[src/rtl/ccf_pkg.sv]
package ccf_pkg;

  // Width of an index that selects one of n items (at least one bit)
  function automatic int unsigned idx_width(input int unsigned n);
    return (n > 1) ? $clog2(n) : 1;
  endfunction

endpackage

[src/rtl/ccf_allow_merge.sv]
// Stage 1: per target dimension, AND together the allowed-color bitmaps sent
// by every other dimension; register the present colors and prefix data.
module ccf_allow_merge #(
  parameter int NDIM = 5,
  parameter int NCOL = 8,
  parameter int IDW  = 12,
  parameter int LENW = 6
) (
  input  logic                      clk,
  input  logic                      rst_n,
  input  logic                      in_valid,
  input  logic [NDIM*NCOL-1:0]      in_pfx_vld,
  input  logic [NDIM*NCOL*IDW-1:0]  in_pfx_id,
  input  logic [NDIM*NCOL*LENW-1:0] in_pfx_len,
  input  logic [NDIM*NDIM*NCOL-1:0] in_allow,
  output logic                      s1_valid,
  output logic [NDIM*NCOL-1:0]      s1_pcb,
  output logic [NDIM*NCOL-1:0]      s1_mask,
  output logic [NDIM*NCOL*IDW-1:0]  s1_id,
  output logic [NDIM*NCOL*LENW-1:0] s1_len
);

  logic [NDIM*NCOL-1:0] mask_nxt;

  for (genvar d = 0; d < NDIM; d++) begin : g_tgt
    logic [NCOL-1:0] acc;
    always_comb begin
      acc = '1;
      for (int s = 0; s < NDIM; s++) begin
        acc &= (s == d) ? {NCOL{1'b1}} : in_allow[(s*NDIM+d)*NCOL +: NCOL];
      end
    end
    assign mask_nxt[d*NCOL +: NCOL] = acc;
  end

  always_ff @(posedge clk or negedge rst_n) begin
    if (!rst_n) begin
      s1_valid <= 1'b0;
      s1_pcb   <= '0;
      s1_mask  <= '0;
      s1_id    <= '0;
      s1_len   <= '0;
    end else begin
      s1_valid <= in_valid;
      s1_pcb   <= in_pfx_vld;
      s1_mask  <= mask_nxt;
      s1_id    <= in_pfx_id;
      s1_len   <= in_pfx_len;
    end
  end

endmodule

[src/rtl/ccf_mask.sv]
// Stage 2: final allowed colors per dimension and the packet-wide dead flag.
module ccf_mask #(
  parameter int NDIM = 5,
  parameter int NCOL = 8,
  parameter int IDW  = 12,
  parameter int LENW = 6
) (
  input  logic                      clk,
  input  logic                      rst_n,
  input  logic                      s1_valid,
  input  logic [NDIM*NCOL-1:0]      s1_pcb,
  input  logic [NDIM*NCOL-1:0]      s1_mask,
  input  logic [NDIM*NCOL*IDW-1:0]  s1_id,
  input  logic [NDIM*NCOL*LENW-1:0] s1_len,
  output logic                      s2_valid,
  output logic                      s2_dead,
  output logic [NDIM*NCOL-1:0]      s2_facb,
  output logic [NDIM*NCOL*IDW-1:0]  s2_id,
  output logic [NDIM*NCOL*LENW-1:0] s2_len
);

  logic [NDIM*NCOL-1:0] facb_nxt;
  logic [NDIM-1:0]      empty;

  assign facb_nxt = s1_pcb & s1_mask;

  for (genvar d = 0; d < NDIM; d++) begin : g_dim
    assign empty[d] = ~|facb_nxt[d*NCOL +: NCOL];
  end

  always_ff @(posedge clk or negedge rst_n) begin
    if (!rst_n) begin
      s2_valid <= 1'b0;
      s2_dead  <= 1'b0;
      s2_facb  <= '0;
      s2_id    <= '0;
      s2_len   <= '0;
    end else begin
      s2_valid <= s1_valid;
      s2_dead  <= |empty;
      s2_facb  <= facb_nxt;
      s2_id    <= s1_id;
      s2_len   <= s1_len;
    end
  end

endmodule

[src/rtl/ccf_select.sv]
// Stage 3: per dimension, longest surviving prefix; ties go to the lowest color.
module ccf_select #(
  parameter int NDIM = 5,
  parameter int NCOL = 8,
  parameter int IDW  = 12,
  parameter int LENW = 6,
  parameter int CW   = ccf_pkg::idx_width(NCOL)
) (
  input  logic                      clk,
  input  logic                      rst_n,
  input  logic                      s2_valid,
  input  logic                      s2_dead,
  input  logic [NDIM*NCOL-1:0]      s2_facb,
  input  logic [NDIM*NCOL*IDW-1:0]  s2_id,
  input  logic [NDIM*NCOL*LENW-1:0] s2_len,
  output logic                      s3_valid,
  output logic                      s3_dead,
  output logic [NDIM*IDW-1:0]       s3_id,
  output logic [NDIM*LENW-1:0]      s3_len,
  output logic [NDIM*CW-1:0]        s3_col
);

  logic [NDIM*IDW-1:0]  id_nxt;
  logic [NDIM*LENW-1:0] len_nxt;
  logic [NDIM*CW-1:0]   col_nxt;

  for (genvar d = 0; d < NDIM; d++) begin : g_dim
    logic [NCOL-1:0] fa;
    logic [IDW-1:0]  b_id;
    logic [LENW-1:0] b_len;
    logic [CW-1:0]   b_col;
    logic            b_hit;

    assign fa = s2_facb[d*NCOL +: NCOL];

    always_comb begin
      b_id  = '0;
      b_len = '0;
      b_col = '0;
      b_hit = 1'b0;
      for (int c = 0; c < NCOL; c++) begin
        if (fa[c] && (!b_hit || (s2_len[(d*NCOL+c)*LENW +: LENW] > b_len))) begin
          b_hit = 1'b1;
          b_len = s2_len[(d*NCOL+c)*LENW +: LENW];
          b_id  = s2_id[(d*NCOL+c)*IDW +: IDW];
          b_col = CW'(c);
        end
      end
    end

    assign id_nxt[d*IDW +: IDW]    = b_id;
    assign len_nxt[d*LENW +: LENW] = b_len;
    assign col_nxt[d*CW +: CW]     = b_col;

    // a live packet leaves the mask stage only if every dimension has a survivor
    a_r4_dead_consistent: assert property (@(posedge clk) disable iff (!rst_n)
      (s2_valid && !s2_dead) |-> b_hit);

    // the picked color is one that survived the mask
    a_r1_pick_allowed: assert property (@(posedge clk) disable iff (!rst_n)
      (s2_valid && b_hit) |-> fa[b_col]);

    for (genvar c = 0; c < NCOL; c++) begin : g_col
      logic [LENW-1:0] cl;
      assign cl = s2_len[(d*NCOL+c)*LENW +: LENW];

      // no surviving color is longer than the pick
      a_r5_longest: assert property (@(posedge clk) disable iff (!rst_n)
        (s2_valid && fa[c]) |-> (cl <= b_len));

      // a lower-index survivor must be strictly shorter than the pick
      a_r6_low_index_tie: assert property (@(posedge clk) disable iff (!rst_n)
        (s2_valid && fa[c] && (CW'(c) < b_col)) |-> (cl < b_len));
    end
  end

  always_ff @(posedge clk or negedge rst_n) begin
    if (!rst_n) begin
      s3_valid <= 1'b0;
      s3_dead  <= 1'b0;
      s3_id    <= '0;
      s3_len   <= '0;
      s3_col   <= '0;
    end else begin
      s3_valid <= s2_valid;
      s3_dead  <= s2_dead;
      s3_id    <= id_nxt;
      s3_len   <= len_nxt;
      s3_col   <= col_nxt;
    end
  end

endmodule

[src/rtl/ccf_color_filter.sv]
// Top: three processing stages plus an output stage that zeroes the data of
// idle and no-match packets.
module ccf_color_filter #(
  parameter int NDIM = 5,
  parameter int NCOL = 8,
  parameter int IDW  = 12,
  parameter int LENW = 6,
  localparam int CW  = ccf_pkg::idx_width(NCOL)
) (
  input  logic                      clk,
  input  logic                      rst_n,
  input  logic                      in_valid,
  input  logic [NDIM*NCOL-1:0]      in_pfx_vld,
  input  logic [NDIM*NCOL*IDW-1:0]  in_pfx_id,
  input  logic [NDIM*NCOL*LENW-1:0] in_pfx_len,
  input  logic [NDIM*NDIM*NCOL-1:0] in_allow,
  output logic                      out_valid,
  output logic                      out_nomatch,
  output logic [NDIM*IDW-1:0]       out_id,
  output logic [NDIM*LENW-1:0]      out_len,
  output logic [NDIM*CW-1:0]        out_color
);

  logic                      s1_valid;
  logic [NDIM*NCOL-1:0]      s1_pcb;
  logic [NDIM*NCOL-1:0]      s1_mask;
  logic [NDIM*NCOL*IDW-1:0]  s1_id;
  logic [NDIM*NCOL*LENW-1:0] s1_len;

  logic                      s2_valid;
  logic                      s2_dead;
  logic [NDIM*NCOL-1:0]      s2_facb;
  logic [NDIM*NCOL*IDW-1:0]  s2_id;
  logic [NDIM*NCOL*LENW-1:0] s2_len;

  logic                      s3_valid;
  logic                      s3_dead;
  logic [NDIM*IDW-1:0]       s3_id;
  logic [NDIM*LENW-1:0]      s3_len;
  logic [NDIM*CW-1:0]        s3_col;

  logic                      keep;

  ccf_allow_merge #(.NDIM(NDIM), .NCOL(NCOL), .IDW(IDW), .LENW(LENW)) u_merge (
    .clk       (clk),
    .rst_n     (rst_n),
    .in_valid  (in_valid),
    .in_pfx_vld(in_pfx_vld),
    .in_pfx_id (in_pfx_id),
    .in_pfx_len(in_pfx_len),
    .in_allow  (in_allow),
    .s1_valid  (s1_valid),
    .s1_pcb    (s1_pcb),
    .s1_mask   (s1_mask),
    .s1_id     (s1_id),
    .s1_len    (s1_len)
  );

  ccf_mask #(.NDIM(NDIM), .NCOL(NCOL), .IDW(IDW), .LENW(LENW)) u_mask (
    .clk     (clk),
    .rst_n   (rst_n),
    .s1_valid(s1_valid),
    .s1_pcb  (s1_pcb),
    .s1_mask (s1_mask),
    .s1_id   (s1_id),
    .s1_len  (s1_len),
    .s2_valid(s2_valid),
    .s2_dead (s2_dead),
    .s2_facb (s2_facb),
    .s2_id   (s2_id),
    .s2_len  (s2_len)
  );

  ccf_select #(.NDIM(NDIM), .NCOL(NCOL), .IDW(IDW), .LENW(LENW), .CW(CW)) u_sel (
    .clk     (clk),
    .rst_n   (rst_n),
    .s2_valid(s2_valid),
    .s2_dead (s2_dead),
    .s2_facb (s2_facb),
    .s2_id   (s2_id),
    .s2_len  (s2_len),
    .s3_valid(s3_valid),
    .s3_dead (s3_dead),
    .s3_id   (s3_id),
    .s3_len  (s3_len),
    .s3_col  (s3_col)
  );

  assign keep = s3_valid && !s3_dead;

  always_ff @(posedge clk or negedge rst_n) begin
    if (!rst_n) begin
      out_valid   <= 1'b0;
      out_nomatch <= 1'b0;
      out_id      <= '0;
      out_len     <= '0;
      out_color   <= '0;
    end else begin
      out_valid   <= s3_valid;
      out_nomatch <= s3_valid && s3_dead;
      out_id      <= keep ? s3_id  : '0;
      out_len     <= keep ? s3_len : '0;
      out_color   <= keep ? s3_col : '0;
    end
  end

  // a no-match result never carries prefix data
  a_r4_nomatch_zero: assert property (@(posedge clk) disable iff (!rst_n)
    out_nomatch |-> (out_id == '0 && out_len == '0 && out_color == '0));

  // idle output slots carry no flag and no data
  a_r8_idle_quiet: assert property (@(posedge clk) disable iff (!rst_n)
    !out_valid |-> (!out_nomatch && out_id == '0));

endmodule

[config.mk]
export PLATFORM = sky130hd
export DESIGN_NAME = ccf_color_filter
export DESIGN_NICKNAME = d
export VERILOG_FILES = /design/src/rtl/ccf_pkg.sv /design/src/rtl/ccf_allow_merge.sv /design/src/rtl/ccf_mask.sv /design/src/rtl/ccf_select.sv /design/src/rtl/ccf_color_filter.sv
export SDC_FILE = /design/constraint.sdc
export NUM_CORES = 2
export LEC_CHECK = 0
export ABC_AREA = 1
export BUFFER_PORTS_ARGS = -buffer_cell sky130_fd_sc_hd__buf_4
export CAP_MARGIN = 20
export CORE_MARGIN = 3
export CORE_UTILIZATION = 30
export DETAILED_ROUTE_END_ITERATION = 10
export GPL_TIMING_DRIVEN = 0
export SLEW_MARGIN = 20
export SYNTH_ARGS = -nofsm -noshare
export SYNTH_HDL_FRONTEND = slang
export SYNTH_HIERARCHICAL = 1
export SYNTH_SLANG_ARGS = --single-unit
[constraint.sdc]
create_clock -name clk -period 13.8 [get_ports clk]
set_clock_uncertainty 0.15 [all_clocks]
set_input_delay 2.76 -clock clk [delete_from_list [all_inputs] [get_ports clk]]
set_output_delay 2.76 -clock clk [all_outputs]
set_load 0.005 [all_outputs]
-- Word-level counts from Yosys, hierarchy flattened
Cells that the tools add are included.
- $lt $le $gt $ge: 35
- mux-type cells: 153
- bitwise gates (word level): 16
- reduce and logical (&&, ||, !) cells: 119
- operator list (cell ; count):
    $mux 12 ; 40
    $mux 6 ; 40
    $gt 6x6->1 ; 35
    $and 8x8->8 ; 15
    $mux 3 ; 22
    $mux 60 ; 1
    $logic_not 1->1 ; 41
    $and 40x40->40 ; 1
    $mux 1 ; 40
    $reduce_or 8->1 ; 5
    $logic_and 1x1->1 ; 37
    $logic_or 1x1->1 ; 35
    $mux 30 ; 1
    $mux 2 ; 8
    $mux 15 ; 1
    $reduce_or 5->1 ; 1
- bits in registers: 1777
- input port bits: 963

-- Depth between registers and ports, before layout
- word-level depth: 29
- gate-level depth with buffers: 87
- mapped depth without buffers: 81

-- Hierarchy
The synthesis kept the hierarchy.
- modules (own cells, without submodules) (module ; instances ; cells an instance ; area an instance (µm²) ; sequential area each (µm²)):
    ccf_allow_merge ; 1 ; 921 ; 20494.7 ; 20044.2
    ccf_mask ; 1 ; 878 ; 19508.7 ; 19068.3
    ccf_select ; 1 ; 2800 ; 16437.0 ; 2677.6
    ccf_color_filter ; 1 ; 332 ; 3744.8 ; 2677.6

-- Worst setup path after synthesis
OpenSTA, ideal clock, no wires.
- path kind: flip-flop to flip-flop
- start point: reg u_mask.s2_facb[24]
- end point: reg u_sel.s3_id[38]
- library setup time: 65 ps
- arrival: 9892 ps
- data required time: 13585 ps
- path slack: 3693 ps
- stages on the path, launching flop included: 80
- clock period less this slack: 10107 ps
- path through: dfrtp_1 > clkbuf_1 > nand2_1 > ha_1 > nand2_1 > nor2_1 > nand3_1 > nand2_1 > nand2_1 > nand2_1 > buf_2 > nand2_1 > and2_1 > ha_1 > nand2_1 > nor2_1 > o21ai_0 > nand3_1 > (+44 left out) > o21ai_0 > a21boi_4 > inv_2 > or2_2 > nand2_1 > ha_1 > nand2_1 > inv_1 > nand3_1 > o221ai_1 > o21ai_0 > o21ai_0 > nand2_1 > clkbuf_1 > o21ai_0 > inv_1 > nand2_1 > nand2_1
- cells in the longest elaborated chain, start to end: 29
- elaborated cells between the ends (all ways): 50
- classes of those cells: order compare: 7; mux: 22; reduce/logical: 21
- RTL lines (element ; line ; source):
    start: declaration ; ccf_mask.sv:17 ; output logic [NDIM*NCOL-1:0] s2_facb,
    start signal: assignment ; ccf_mask.sv:41 ; s2_facb <= facb_nxt;
    $mux 6 / $mux 1 (equally long branches) ; ccf_select.sv:42 ; if (fa[c] && (!b_hit || (s2_len[(d*NCOL+c)*LENW +: LENW] > b_len))) begin
    $gt 6x6->1 / $logic_not 1->1 (equally long branches) ; ccf_select.sv:42 ;
    $logic_or 1x1->1 ; ccf_select.sv:42 ;
    $logic_and 1x1->1 ; ccf_select.sv:42 ;
    $mux 6 / $mux 1 (equally long branches) ; ccf_select.sv:42 ;
    $gt 6x6->1 / $logic_not 1->1 (equally long branches) ; ccf_select.sv:42 ;
    $logic_or 1x1->1 ; ccf_select.sv:42 ;
    $logic_and 1x1->1 ; ccf_select.sv:42 ;
    (+14 left out) ; - ;
    $logic_or 1x1->1 ; ccf_select.sv:42 ;
    $logic_and 1x1->1 ; ccf_select.sv:42 ;
    $mux 6 / $mux 1 (equally long branches) ; ccf_select.sv:42 ;
    $gt 6x6->1 / $logic_not 1->1 (equally long branches) ; ccf_select.sv:42 ;
    $logic_or 1x1->1 ; ccf_select.sv:42 ;
    $logic_and 1x1->1 ; ccf_select.sv:42 ;
    $mux 12 (*) ; ccf_select.sv:42 ;
    net u_sel.g_dim[3].b_id[2] ; ccf_select.sv:29 ; logic [IDW-1:0] b_id;
    end signal: assignment ; ccf_select.sv:87 ; s3_id <= id_nxt;
    end: declaration ; ccf_select.sv:18 ; output logic [NDIM*IDW-1:0] s3_id,
The timed path passes the listed nets; every way through them passes the cells marked *.

-- Final worst setup path
- start point: reg u_mask.s2_facb[16]
- end point: reg u_sel.s3_id[31]
- cells in the longest elaborated chain, start to end: 29
- elaborated cells between the ends (all ways): 50
- classes of those cells: order compare: 7; mux: 22; reduce/logical: 21
- RTL lines (element ; line):
    $mux 6 / $mux 1 (equally long branches) ; ccf_select.sv:42
    $gt 6x6->1 / $logic_not 1->1 (equally long branches) ; ccf_select.sv:42
    $logic_or 1x1->1 ; ccf_select.sv:42
    $logic_and 1x1->1 ; ccf_select.sv:42
    $mux 6 / $mux 1 (equally long branches) ; ccf_select.sv:42
    $gt 6x6->1 / $logic_not 1->1 (equally long branches) ; ccf_select.sv:42
    $logic_or 1x1->1 ; ccf_select.sv:42
    $logic_and 1x1->1 ; ccf_select.sv:42
    (+14 left out) ; -
    $logic_or 1x1->1 ; ccf_select.sv:42
    $logic_and 1x1->1 ; ccf_select.sv:42
    $mux 6 / $mux 1 (equally long branches) ; ccf_select.sv:42
    $gt 6x6->1 / $logic_not 1->1 (equally long branches) ; ccf_select.sv:42
    $logic_or 1x1->1 ; ccf_select.sv:42
    $logic_and 1x1->1 ; ccf_select.sv:42
    $mux 12 (*) ; ccf_select.sv:42
    net u_sel.g_dim[2].b_id[7] ; ccf_select.sv:29
Marked as above.

==> flow_metrics.env <==
export IMPL_wirelength_mm=193
export IMPL_tightest_slew_ns=0.838
export IMPL_synthDistinctLibCells=43
export IMPL_p_leak_nw=39.0
export IMPL_peakVddDrop_uv=126
export IMPL_yosys_area_top_type="dfrtp_1"
export IMPL_end_kind="register"
export IMPL_drive_gt1_share_pct=25.1
export IMPL_maxCapViolations=0
export IMPL_crit_top_cell="nand2_1"
export IMPL_dp_cells=8613
export IMPL_synth_seq_cells=1777
export IMPL_crit_end="u_sel/s3_id[31]$_DFF_PN0_"
export IMPL_gr_total_overflow=0
export IMPL_final_hold_viol_count=0
export IMPL_syn_nets=6104
export IMPL_postSynthCellCount=4931
export IMPL_r2r_start="u_mask/s2_facb[16]$_DFF_PN0_"
export IMPL_power_density_mw_per_mm2=146
export IMPL_max_slew_margin_pct=44.1
export IMPL_status="finished clean"
export IMPL_hold_path_class="reg -> reg"
export IMPL_cts_sinks=1777
export IMPL_io_buffers=1029
export IMPL_grt_pass1_vias=40200
export IMPL_worst_setup_path_start_kind="register"
export IMPL_initial_core_util_pct=30.3
export IMPL_yosysSeqAreaShare_pct=73.9
export IMPL_grt_pass1_wl_mm=273
export IMPL_syn_cell_area_mm2=0.0602
export IMPL_core_mm2=0.198
export IMPL_final_util_pct=39.4
export IMPL_synth_top_cell_area_share_pct=73.9
export IMPL_post_drt_wl_per_cell_um=21.5
export IMPL_first_pass_iters=6
export IMPL_post_dp_hpwl_mm=153
export IMPL_antenna_found_initial=71
export IMPL_max_freq_mhz=78.5
export IMPL_rsz0062_at_grt="false"
export IMPL_finalCritPeriodShare_pct=92.3
export IMPL_clk_path_buf_depth=3
export IMPL_finalNonFillerCells=8971
export IMPL_hold_slack_ns=0.163
export IMPL_rows=163
export IMPL_dr_total_vias=38600
export IMPL_period_needed_ns=12.74
export IMPL_htree_levels=4
export IMPL_r2r_end="u_sel/s3_id[31]$_DFF_PN0_"
export IMPL_cts_made_buffers=186
export IMPL_ioPinCount=1070
export IMPL_drt_iter0_markers=2700
export IMPL_nets=7328
export IMPL_clk_latency_ns=0.84
export IMPL_finalSetupViolations=0
export IMPL_final_setup_tns_ns=0
export IMPL_critical_path_class="reg -> reg"
export IMPL_root_buffer="clkbuf_16"
export IMPL_r2r_cells=77
export IMPL_place_congestion=0.883
export IMPL_r2r_setup_slack_ns=1.06
export IMPL_crit_buf_inv=10
export IMPL_ant_nets=0
export IMPL_crit_start="u_mask/s2_facb[16]$_DFF_PN0_"
export IMPL_cp_top_family="simple AND/OR/NAND/NOR gates"
export IMPL_crit_arrival_ns=13.26
export IMPL_cp_required_ns=14.32
export IMPL_tritoncts="built"
export IMPL_hp_start="u_merge/s1_id[53]$_DFF_PN0_"
export IMPL_synth_area_leaders="dfrtp_1 (74%), nand2_1 (7.0%), ha_1 (4.4%)"
export IMPL_syn_to_final_growth_pct=30.0
export IMPL_die_y_um=454
export IMPL_track_usage_pct=18.4
export IMPL_clkTransAtPathRegs_ns=0.06
export IMPL_slew_viol_final=0
export IMPL_yosysWarnings=6
export IMPL_die_x_um=454
export IMPL_critPathMaxStageDelay_ns=0.52
export IMPL_avgSynthCellArea_um2=12.2
export IMPL_grt_start_max_net_pins=151
export IMPL_die_area_mm2=0.206
export IMPL_vias_per_cell=4.30
export IMPL_cp_depth=77
export IMPL_holdBufCountCts=0
export IMPL_crit_path_top_delay_cell="dfrtp_2"
export IMPL_total_power_w=0.0114
export IMPL_n_fill_cell=18900
export IMPL_route_detailed_drc=0
export IMPL_crit_fanout=11
==> cell usage in the layout (no fill, tap or decap), types with 38 or more instances in the layout <==
master	n
nand2_1	1124
dfrtp_1	1774
or2_2	65
clkbuf_16	186
clkbuf_8	43
ha_1	210
nor2_1	238
o21ai_0	126
inv_1	476
buf_2	38
buf_4	1035
and2_1	59
a21oi_1	121
nor2_2	51
nand3_1	370
clkbuf_1	48
==> cells by family after synthesis <==
family	share of synthesized area, %
fa+ha+maj	4.37
simple gates	14.2
buf+inv	4.14
flops	73.9
compound gates	3.39
==> worst min path at each step <==
stage | end | cells past startpoint
2_1_floorplan | u_mask/s2_id[0]$_DFF_PN0_ | 0
3_3_place_gp | u_sel/s3_dead$_DFF_PN0_ | 0
3_5_place_dp | u_mask/s2_id[101]$_DFF_PN0_ | 0
4_1_cts | u_mask/s2_id[458]$_DFF_PN0_ | 0
5_1_grt | u_mask/s2_id[400]$_DFF_PN0_ | 0
6_report | u_mask/s2_id[53]$_DFF_PN0_ | 0
==> routing by layer <==
metal | up-vias | global-route usage [%] | wire (µm)
met2 | 1110 | 31.3 | 96200
met4 | 8 | 6.30 | 6110
met5 | - | 0 | 58
li1 | 18000 | - | -
met1 | 19100 | 23.0 | 78500
met3 | 329 | 4.39 | 11700
==> worst reg2reg max path: cells and delay by family, from the launching register on <==
kind	cells	cell delay, ns
flip-flops	1	0.52
adder cells (fa/ha/maj)	7	1.98
AND/OR/NAND/NOR	51	6.66
buffers and inverters	10	2.16
AO/OA/AOI/OAI	9	1.09
==> state kept, by name, indices dropped and copies added, names as in the netlist, 40 cells and up <==
signal and flops:
out_id 60, u_mask/s2_facb 40, u_mask/s2_id 480, u_mask/s2_len 240, u_merge/s1_id 480, u_merge/s1_len 240, u_merge/s1_mask 40, u_merge/s1_pcb 40
u_sel/s3_id 60
==> layout make-up <==
| class | instances | area [µm²] | share of cell area [%] |
|---|---|---|---|
| tap | 2640 | 3300 | 4.22 |
| clock inverter | 80 | 1180 | 1.51 |
| sequential | 1777 | 44500 | 56.8 |
| buffer | 106 | 643 | 0.822 |
| inverter | 495 | 1870 | 2.38 |
| timing repair buffer | 1043 | 8110 | 10.4 |
| antenna | 28 | 70.1 | 0.0896 |
| clock buffer | 256 | 5350 | 6.84 |
| multi-input combinational | 2546 | 13200 | 16.9 |
==> cell usage after synthesis <==
| cell | n |
|---|---|
| a211oi_1 | 3 |
| a21boi_1 | 1 |
| a21boi_4 | 1 |
| a21o_1 | 2 |
| a21oi_1 | 122 |
| a21oi_4 | 1 |
| a31oi_1 | 10 |
| and2_1 | 59 |
| buf_1 | 6 |
| buf_12 | 5 |
| buf_2 | 38 |
| buf_4 | 6 |
| buf_6 | 8 |
| clkbuf_1 | 50 |
| clkinv_1 | 8 |
| dfrtp_1 | 1777 |
| ha_1 | 210 |
| inv_1 | 477 |
| inv_2 | 10 |
| nand2_1 | 1126 |
| nand2_2 | 6 |
| nand3_1 | 370 |
| nand3b_1 | 8 |
| nand4_1 | 33 |
| nor2_1 | 238 |
| nor2_2 | 51 |
| nor2_4 | 1 |
| nor3_1 | 2 |
| o2111ai_1 | 7 |
| o211ai_1 | 33 |
| o211ai_2 | 1 |
| o21ai_0 | 126 |
| o21ai_1 | 2 |
| o21ai_2 | 1 |
| o21bai_1 | 23 |
| o221ai_1 | 10 |
| o22ai_1 | 9 |
| or2_0 | 4 |
| or2_1 | 18 |
| or2_2 | 65 |
| or2_4 | 1 |
| or3_1 | 1 |
| or3_4 | 1 |
==> power by group <==
group	switching (W)	internal [W]
clock network	0.00215	0.00304
logic	0.000364	0.000287
registers	0.0000939	0.00546
==> timing repair <==
| item | CTS | global route |
|---|---|---|
| pin swaps | 0 | 1 |
| gates resized for setup | 2 | 54 |
| endpoints found under the setup margin | 6 | 104 |
| setup buffers | 0 | 1 |
==> stage by stage <==
step	instance area [µm²]	setup slack (ns)
3_5_place_dp	71600	-0.0378
2_1_floorplan	60200	3.69
6_report	78200	1.06
3_3_place_gp	71200	-11.49
5_1_grt	78200	0.00404
4_1_cts	78100	0.0709
Power figures use the tool's default switching activity.
